File: src/rtl/rll_dec_pkg.sv
package rll_dec_pkg;

  localparam int GRP_W  = 3;
  localparam int PAIR_W = 2;

  typedef logic [GRP_W-1:0]  grp_t;
  typedef logic [PAIR_W-1:0] pair_t;

  typedef struct packed {
    pair_t first;
    pair_t second;
    logic  sub;
    logic  bad;
  } dec_res_t;

  // Decode one group, using the group that follows it as look-ahead.
  function automatic dec_res_t decode_grp(grp_t cur, grp_t nxt);
    dec_res_t r;
    pair_t    basic;
    pair_t    sfirst;
    pair_t    ssecond;
    logic     legal;
    legal   = 1'b1;
    basic   = '0;
    sfirst  = '0;
    ssecond = '0;
    case (cur)
      3'b101:  begin basic = 2'b00; sfirst = 2'b00; ssecond = 2'b00; end
      3'b100:  begin basic = 2'b01; sfirst = 2'b00; ssecond = 2'b01; end
      3'b001:  begin basic = 2'b10; sfirst = 2'b10; ssecond = 2'b00; end
      3'b010:  begin basic = 2'b11; sfirst = 2'b10; ssecond = 2'b01; end
      default: legal = 1'b0;
    endcase
    r.bad    = !legal;
    r.sub    = legal && (nxt == '0);
    r.first  = !legal ? '0 : (r.sub ? sfirst : basic);
    r.second = ssecond;
    return r;
  endfunction

endpackage

File: src/rtl/rll_dec_sync.sv
module rll_dec_sync #(
  parameter int STAGES = 2
) (
  input  logic clk,
  input  logic rst_n,
  input  logic d_i,
  output logic q_o
);

  logic [STAGES-1:0] chain_q;
  logic [STAGES-1:0] chain_n;

  always_comb begin
    chain_n = {chain_q[STAGES-2:0], d_i};
  end

  always_ff @(negedge clk or negedge rst_n) begin
    if (!rst_n) begin
      chain_q <= '0;
    end else begin
      chain_q <= chain_n;
    end
  end

  assign q_o = chain_q[STAGES-1];

endmodule

File: src/rtl/rll_dec_framer.sv
module rll_dec_framer
  import rll_dec_pkg::*;
(
  input  logic clk,
  input  logic rst_n,
  input  logic gate_i,
  input  logic din_i,
  output grp_t grp_o,
  output logic vld_o
);

  localparam int CNT_W = $clog2(GRP_W);
  localparam logic [CNT_W-1:0] LAST = CNT_W'(GRP_W - 1);

  logic [GRP_W-2:0] sh_q, sh_n;
  logic [CNT_W-1:0] cnt_q, cnt_n;
  grp_t             grp_q, grp_n;
  logic             vld_q, vld_n;

  always_comb begin
    sh_n  = sh_q;
    cnt_n = cnt_q;
    grp_n = grp_q;
    vld_n = 1'b0;
    if (!gate_i) begin
      cnt_n = '0;
    end else if (cnt_q == LAST) begin
      grp_n = {sh_q, din_i};
      vld_n = 1'b1;
      cnt_n = '0;
    end else begin
      sh_n  = {sh_q[GRP_W-3:0], din_i};
      cnt_n = cnt_q + 1'b1;
    end
  end

  always_ff @(negedge clk or negedge rst_n) begin
    if (!rst_n) begin
      sh_q  <= '0;
      cnt_q <= '0;
      grp_q <= '0;
      vld_q <= 1'b0;
    end else begin
      sh_q  <= sh_n;
      cnt_q <= cnt_n;
      grp_q <= grp_n;
      vld_q <= vld_n;
    end
  end

  assign grp_o = grp_q;
  assign vld_o = vld_q;

  AST_GROUP_SPACING: assert property (@(negedge clk) disable iff (!rst_n)
    vld_q |=> !vld_q);

  AST_GATE_HALTS_FRAMING: assert property (@(negedge clk) disable iff (!rst_n)
    !gate_i |=> !vld_q);

endmodule

File: src/rtl/rll_dec_core.sv
module rll_dec_core
  import rll_dec_pkg::*;
(
  input  logic  clk,
  input  logic  rst_n,
  input  logic  gate_i,
  input  logic  vld_i,
  input  grp_t  grp_i,
  output pair_t dec_o,
  output logic  err_o
);

  grp_t     prev_q, prev_n;
  logic     pvld_q, pvld_n;
  logic     sub_q, sub_n;
  pair_t    hold_q, hold_n;
  pair_t    dec_q, dec_n;
  logic     err_q, err_n;
  dec_res_t res;

  always_comb begin
    res    = decode_grp(prev_q, grp_i);
    prev_n = prev_q;
    pvld_n = pvld_q;
    sub_n  = sub_q;
    hold_n = hold_q;
    dec_n  = dec_q;
    err_n  = err_q;
    if (!gate_i) begin
      pvld_n = 1'b0;
      sub_n  = 1'b0;
      dec_n  = '0;
      err_n  = 1'b0;
    end else if (vld_i) begin
      prev_n = grp_i;
      pvld_n = 1'b1;
      if (pvld_q) begin
        if (sub_q) begin
          dec_n = hold_q;
          sub_n = 1'b0;
        end else begin
          dec_n  = res.first;
          sub_n  = res.sub;
          hold_n = res.second;
          if (res.bad) begin
            err_n = 1'b1;
          end
        end
      end
    end
  end

  always_ff @(negedge clk or negedge rst_n) begin
    if (!rst_n) begin
      prev_q <= '0;
      pvld_q <= 1'b0;
      sub_q  <= 1'b0;
      hold_q <= '0;
      dec_q  <= '0;
      err_q  <= 1'b0;
    end else begin
      prev_q <= prev_n;
      pvld_q <= pvld_n;
      sub_q  <= sub_n;
      hold_q <= hold_n;
      dec_q  <= dec_n;
      err_q  <= err_n;
    end
  end

  assign dec_o = dec_q;
  assign err_o = err_q;

  AST_ERR_STICKY: assert property (@(negedge clk) disable iff (!rst_n)
    (gate_i && err_q) |=> err_q);

  AST_GATE_FLUSH: assert property (@(negedge clk) disable iff (!rst_n)
    !gate_i |=> (!err_q && dec_q == '0 && !sub_q));

  AST_SUB_NEEDS_ZERO: assert property (@(negedge clk) disable iff (!rst_n)
    (sub_q && gate_i && vld_i) |=> !sub_q);

endmodule

File: src/rtl/rll_dec_clkgen.sv
module rll_dec_clkgen
  import rll_dec_pkg::*;
(
  input  logic  clk,
  input  logic  rst_n,
  input  pair_t dec_i,
  output pair_t nrz_o,
  output logic  rd_clk_o
);

  localparam int DIV   = GRP_W;
  localparam int DIV_W = $clog2(DIV);
  localparam logic [DIV_W-1:0] TOP     = DIV_W'(DIV - 1);
  localparam logic [DIV_W-1:0] RISE_PH = DIV_W'(1);

  logic [DIV_W-1:0] div_q, div_n;
  logic             rclk_q, rclk_n;
  pair_t            nrz_q, nrz_n;

  always_comb begin
    div_n  = (div_q == TOP) ? '0 : div_q + 1'b1;
    rclk_n = (div_n == RISE_PH);
    nrz_n  = (div_n == '0) ? dec_i : nrz_q;
  end

  always_ff @(negedge clk or negedge rst_n) begin
    if (!rst_n) begin
      div_q  <= '0;
      rclk_q <= 1'b0;
      nrz_q  <= '0;
    end else begin
      div_q  <= div_n;
      rclk_q <= rclk_n;
      nrz_q  <= nrz_n;
    end
  end

  assign nrz_o    = nrz_q;
  assign rd_clk_o = rclk_q;

  AST_RDCLK_PULSE: assert property (@(negedge clk) disable iff (!rst_n)
    rclk_q |=> !rclk_q);

  AST_RDCLK_RETURN: assert property (@(negedge clk) disable iff (!rst_n)
    $fell(rclk_q) |=> !rclk_q ##1 rclk_q);

  AST_NRZ_SETUP: assert property (@(negedge clk) disable iff (!rst_n)
    !$stable(nrz_q) |-> (!rclk_q ##1 rclk_q));

endmodule

File: src/rtl/rll17_read_decoder.sv
module rll17_read_decoder
  import rll_dec_pkg::*;
#(
  parameter int SYNC_STAGES = 2
) (
  input  logic        sync_clk,
  input  logic        rst_n,
  input  logic        rd_gate,
  input  logic        sync_data,
  output logic [1:0]  nrz_o,
  output logic        rd_clk_o,
  output logic        err_o
);

  logic  rst_n_s;
  logic  gate_s;
  grp_t  grp;
  logic  grp_vld;
  pair_t dec;

  rll_dec_sync #(.STAGES(SYNC_STAGES)) rst_sync_i (
    .clk   (sync_clk),
    .rst_n (rst_n),
    .d_i   (1'b1),
    .q_o   (rst_n_s)
  );

  rll_dec_sync #(.STAGES(SYNC_STAGES)) gate_sync_i (
    .clk   (sync_clk),
    .rst_n (rst_n_s),
    .d_i   (rd_gate),
    .q_o   (gate_s)
  );

  rll_dec_framer framer_i (
    .clk    (sync_clk),
    .rst_n  (rst_n_s),
    .gate_i (gate_s),
    .din_i  (sync_data),
    .grp_o  (grp),
    .vld_o  (grp_vld)
  );

  rll_dec_core core_i (
    .clk    (sync_clk),
    .rst_n  (rst_n_s),
    .gate_i (gate_s),
    .vld_i  (grp_vld),
    .grp_i  (grp),
    .dec_o  (dec),
    .err_o  (err_o)
  );

  rll_dec_clkgen clkgen_i (
    .clk      (sync_clk),
    .rst_n    (rst_n_s),
    .dec_i    (dec),
    .nrz_o    (nrz_o),
    .rd_clk_o (rd_clk_o)
  );

  AST_RESET_QUIET: assert property (@(negedge sync_clk)
    !rst_n_s |-> (nrz_o == '0 && !err_o && !rd_clk_o));

endmodule

File: config.mk
export PLATFORM = sky130hd
export DESIGN_NAME = rll17_read_decoder
export DESIGN_NICKNAME = d
export VERILOG_FILES = /design/src/rtl/rll_dec_pkg.sv /design/src/rtl/rll_dec_sync.sv /design/src/rtl/rll_dec_framer.sv /design/src/rtl/rll_dec_core.sv /design/src/rtl/rll_dec_clkgen.sv /design/src/rtl/rll17_read_decoder.sv
export SDC_FILE = /design/constraint.sdc
export NUM_CORES = 1
export LEC_CHECK = 0
export BUFFER_PORTS_ARGS = -buffer_cell sky130_fd_sc_hd__buf_4
export CAP_MARGIN = 10
export CORE_AREA = 8 8 50 52
export CTS_BUF_LIST = sky130_fd_sc_hd__clkbuf_16
export CTS_CLUSTER_SIZE = 40
export DETAILED_ROUTE_END_ITERATION = 8
export DIE_AREA = 0 0 58 60
export GPL_TIMING_DRIVEN = 0
export PLACE_DENSITY = 0.84
export SETUP_SLACK_MARGIN = 0.4
export SLEW_MARGIN = 40
export SYNTH_ARGS = -nofsm -noshare
export SYNTH_HDL_FRONTEND = slang
export SYNTH_HIERARCHICAL = 1
export SYNTH_SLANG_ARGS = --single-unit
export TNS_END_PERCENT = 5
File: constraint.sdc
create_clock -name sync_clk -period 1.6 [get_ports sync_clk]
set_input_delay 0.32 -clock sync_clk [delete_from_list [all_inputs] [get_ports sync_clk]]
set_output_delay 0.32 -clock sync_clk [all_outputs]
set_load 0.005 [all_outputs]
==> flow_summary.toml <==
[run_status]
status = "finished with violations"
violations = "setup timing"

[yosys]
synth.avg_cell_area_um2 = 14.0
syn_nets = 73
ys_ff_latch = 25
synth_seq_area_share = 0.649
synthDistinctLibCells = 25
syn-instance-count = 69
yosysWarnings = 6
syn-cell-area_um2 = 963

[floorplan]
start_util = 0.535
die_x_um = 58
rows = 16
die_area_um2 = 3480
coreArea_um2 = 1800
die_y_um = 60
io_pins = 8

[clocking]
cts_buffers = 3
insertion_delay_ns = 0.28
cts_root_buf = "clkbuf_16"
clkTransAtPathRegs_ns = 0.04
cts.htree.levels = 1
clk_path_buf_depth = 2
cts_tree = "built"
cts.sinks = 25

[finish]
final_common_cell = "dfrtn_1"
fillers = 128
diodes = 0
final_nets = 87
final_core_util = 0.669
syn_to_final_growth_pct = 25.2
drive_gt1_frac = 0.427
finalInstanceArea_um2 = 1210
mostFrequentLayoutCells = "dfrtn_1, mux2_4, buf_4, nand2_1, clkbuf_16"
seq_area_um2 = 626
multiInputGateArea_um2 = 389

[route]
avgRoutedWirePerCell_um = 16.6
ant_nets = 0
via_per_inst = 5.74
drtIter0Drc = 14
vias = 574
wl_um = 1660
first_pass_iters = 2
drc = 0

[placed_design]
place.gp.congestion = 0.699
dpl-instance-area_um2 = 1050
port_buffers = 7
hpwl_um = 1120

[global_route]
grt_antenna_before_repair = 0
grt_pass1_vias = 656
grt_pass1_wl_um = 2920
grt_max_degree = 15
grt.overflow.total = 0
track_usage = 0.116

[sta]
skew_ns = 0.00175
rsz0062_at_grt = "true"
setup_slack_ns = -0.325
hold_violations = 0
setup_viol = 4
finalMaxSlewViolations = 0

[setup_path]
cp-start-kind = "register"
cp_top_family = "flip-flops"
crit_required_ns = 1.28
cpMaxStageDelayCell = "dfrtn_1"
worstPathMaxFanout = 2
crit_type = "register to output pin"
slowest_delay_ns = 0.41
cp-end-kind = "output pin"
cp_cell_sequence = "buf_4"
worst-path-buf-inv = 1
arrival_ns = 1.60
r2r-start = "gate_sync_i/chain_q[1]"
crit_start = "clkgen_i/div_q[0]"

[hold_path]
hold_path.class = "register to async pin"

[power]
p_leak_nw = 0.616
powerDensity_nw_per_um2 = 1380
irDropWorstVdd_mv = 0.926

[job]
maxCapViolCount = 0
cells in the mapped netlist:
master / n / area (um2)
a21boi_0: 3 / 22.5
a21o_1: 1 / 7.51
a21oi_1: 2 / 10.0
and2b_2: 1 / 8.76
and3_2: 1 / 7.51
and3b_1: 1 / 8.76
conb_1: 1 / 3.75
dfrtn_1: 25 / 626
inv_1: 1 / 3.75
inv_2: 1 / 3.75
mux2_2: 11 / 124
nand2_1: 6 / 22.5
nand3b_1: 1 / 7.51
nand3b_4: 1 / 20.0
nand4_1: 1 / 6.26
nor2_1: 2 / 7.51
nor3_1: 1 / 5.00
nor3b_1: 1 / 7.51
o21a_1: 2 / 15.0
o21ai_0: 1 / 5.00
o21ai_2: 1 / 8.76
or3_2: 1 / 7.51
or4_1: 1 / 7.51
xnor2_1: 1 / 8.76
xor2_1: 1 / 8.76
path summary, 6_finish.rpt:
check | endpoint | slack [ns] | depth (start not counted)
worst min-delay path | core_i/hold_q[0] | 0.12 | 0
max in group asynchronous | rst_sync_i/chain_q[1] | 0.98 | 1
min in group sync_clk | gate_sync_i/chain_q[1] | 0.30 | 0
worst min register to register | core_i/hold_q[0] | 0.12 | 0
worst max register to register | core_i/prev_q[2] | 0.26 | 2
worst max-delay path | rd_clk_o | -0.32 | 1
final cells by class:
type,instances,area share
clock buffer,3,0.0622
multi-input combinational,42,0.323
sequential,25,0.519
inverter,2,0.00622
tap,18,0.0187
timing repair buffer,9,0.0685
clock inverter,1,0.00311
registers in the layout, summed over array words and instances (netlist names):
| register | count |
|---|---|
| core_i/hold_q | 1 |
| framer_i/cnt_q | 2 |
| rst_sync_i/chain_q | 2 |
| framer_i/grp_o | 3 |
| framer_i/vld_o | 1 |
| core_i/prev_q | 3 |
| framer_i/sh_q | 2 |
| clkgen_i/div_q | 2 |
| core_i/pvld_q | 1 |
| core_i/dec_o | 2 |
| core_i/sub_q | 1 |
| core_i/err_o | 1 |
| gate_sync_i/chain_q | 2 |
| clkgen_i/nrz_o | 2 |
power breakdown:
part,switching [W],internal (W),total (W)
Combinational,0.0000899,0.000200,0.000290
Clock,0.000201,0.000334,0.000535
Sequential,0.000115,0.000727,0.000841
Total,0.000406,0.00126,0.00167
logic make-up (layout without fill, tap and decap cells):
group / count (synthesis) / in the layout / share of synthesized area
flip-flops: 25 / 25 / 0.649
AO/OA/AOI/OAI: 10 / 10 / 0.0714
buffers and inverters: 2 / 15 / 0.00778
other: 1 / 1 / 0.00389
XOR/XNOR: 2 / 2 / 0.0182
AND/OR/NAND/NOR: 18 / 18 / 0.121
multiplexers: 11 / 11 / 0.129
layer usage:
metal	track usage	up-vias	wire length, um
met3	0.0280	7	42
met1	0.118	290	645
li1	-	267	-
met2	0.194	10	893
met5	0	-	0
met4	0.105	0	82
metrics by stage:
| step | cells | hold slack [ns] | setup WS (ns) | total power (W) | setup TNS [ns] |
|---|---|---|---|---|---|
| floorplan | 69 | 0.246 | 0.0730 | 0.000966 | 0 |
| global placement | 94 | 0.294 | -0.0379 | 0.00100 | -0.149 |
| detailed placement | 95 | 0.133 | -0.0517 | 0.00103 | -0.190 |
| CTS | 100 | 0.136 | -0.327 | 0.00164 | -1.29 |
| global route | 100 | 0.165 | -0.377 | 0.00175 | -1.41 |
| finish | 100 | 0.117 | -0.325 | 0.00167 | -1.28 |
timing repair:
item | CTS | global route
resized for setup | 15 | 4
setup endpoints to repair | 14 | 15
hold buffers | 0 | 0
gates cloned | 0 | 0
setup buffers | 1 | 0
pin swaps | 3 | 6
No activity file was read; power rests on OpenSTA's default activity.
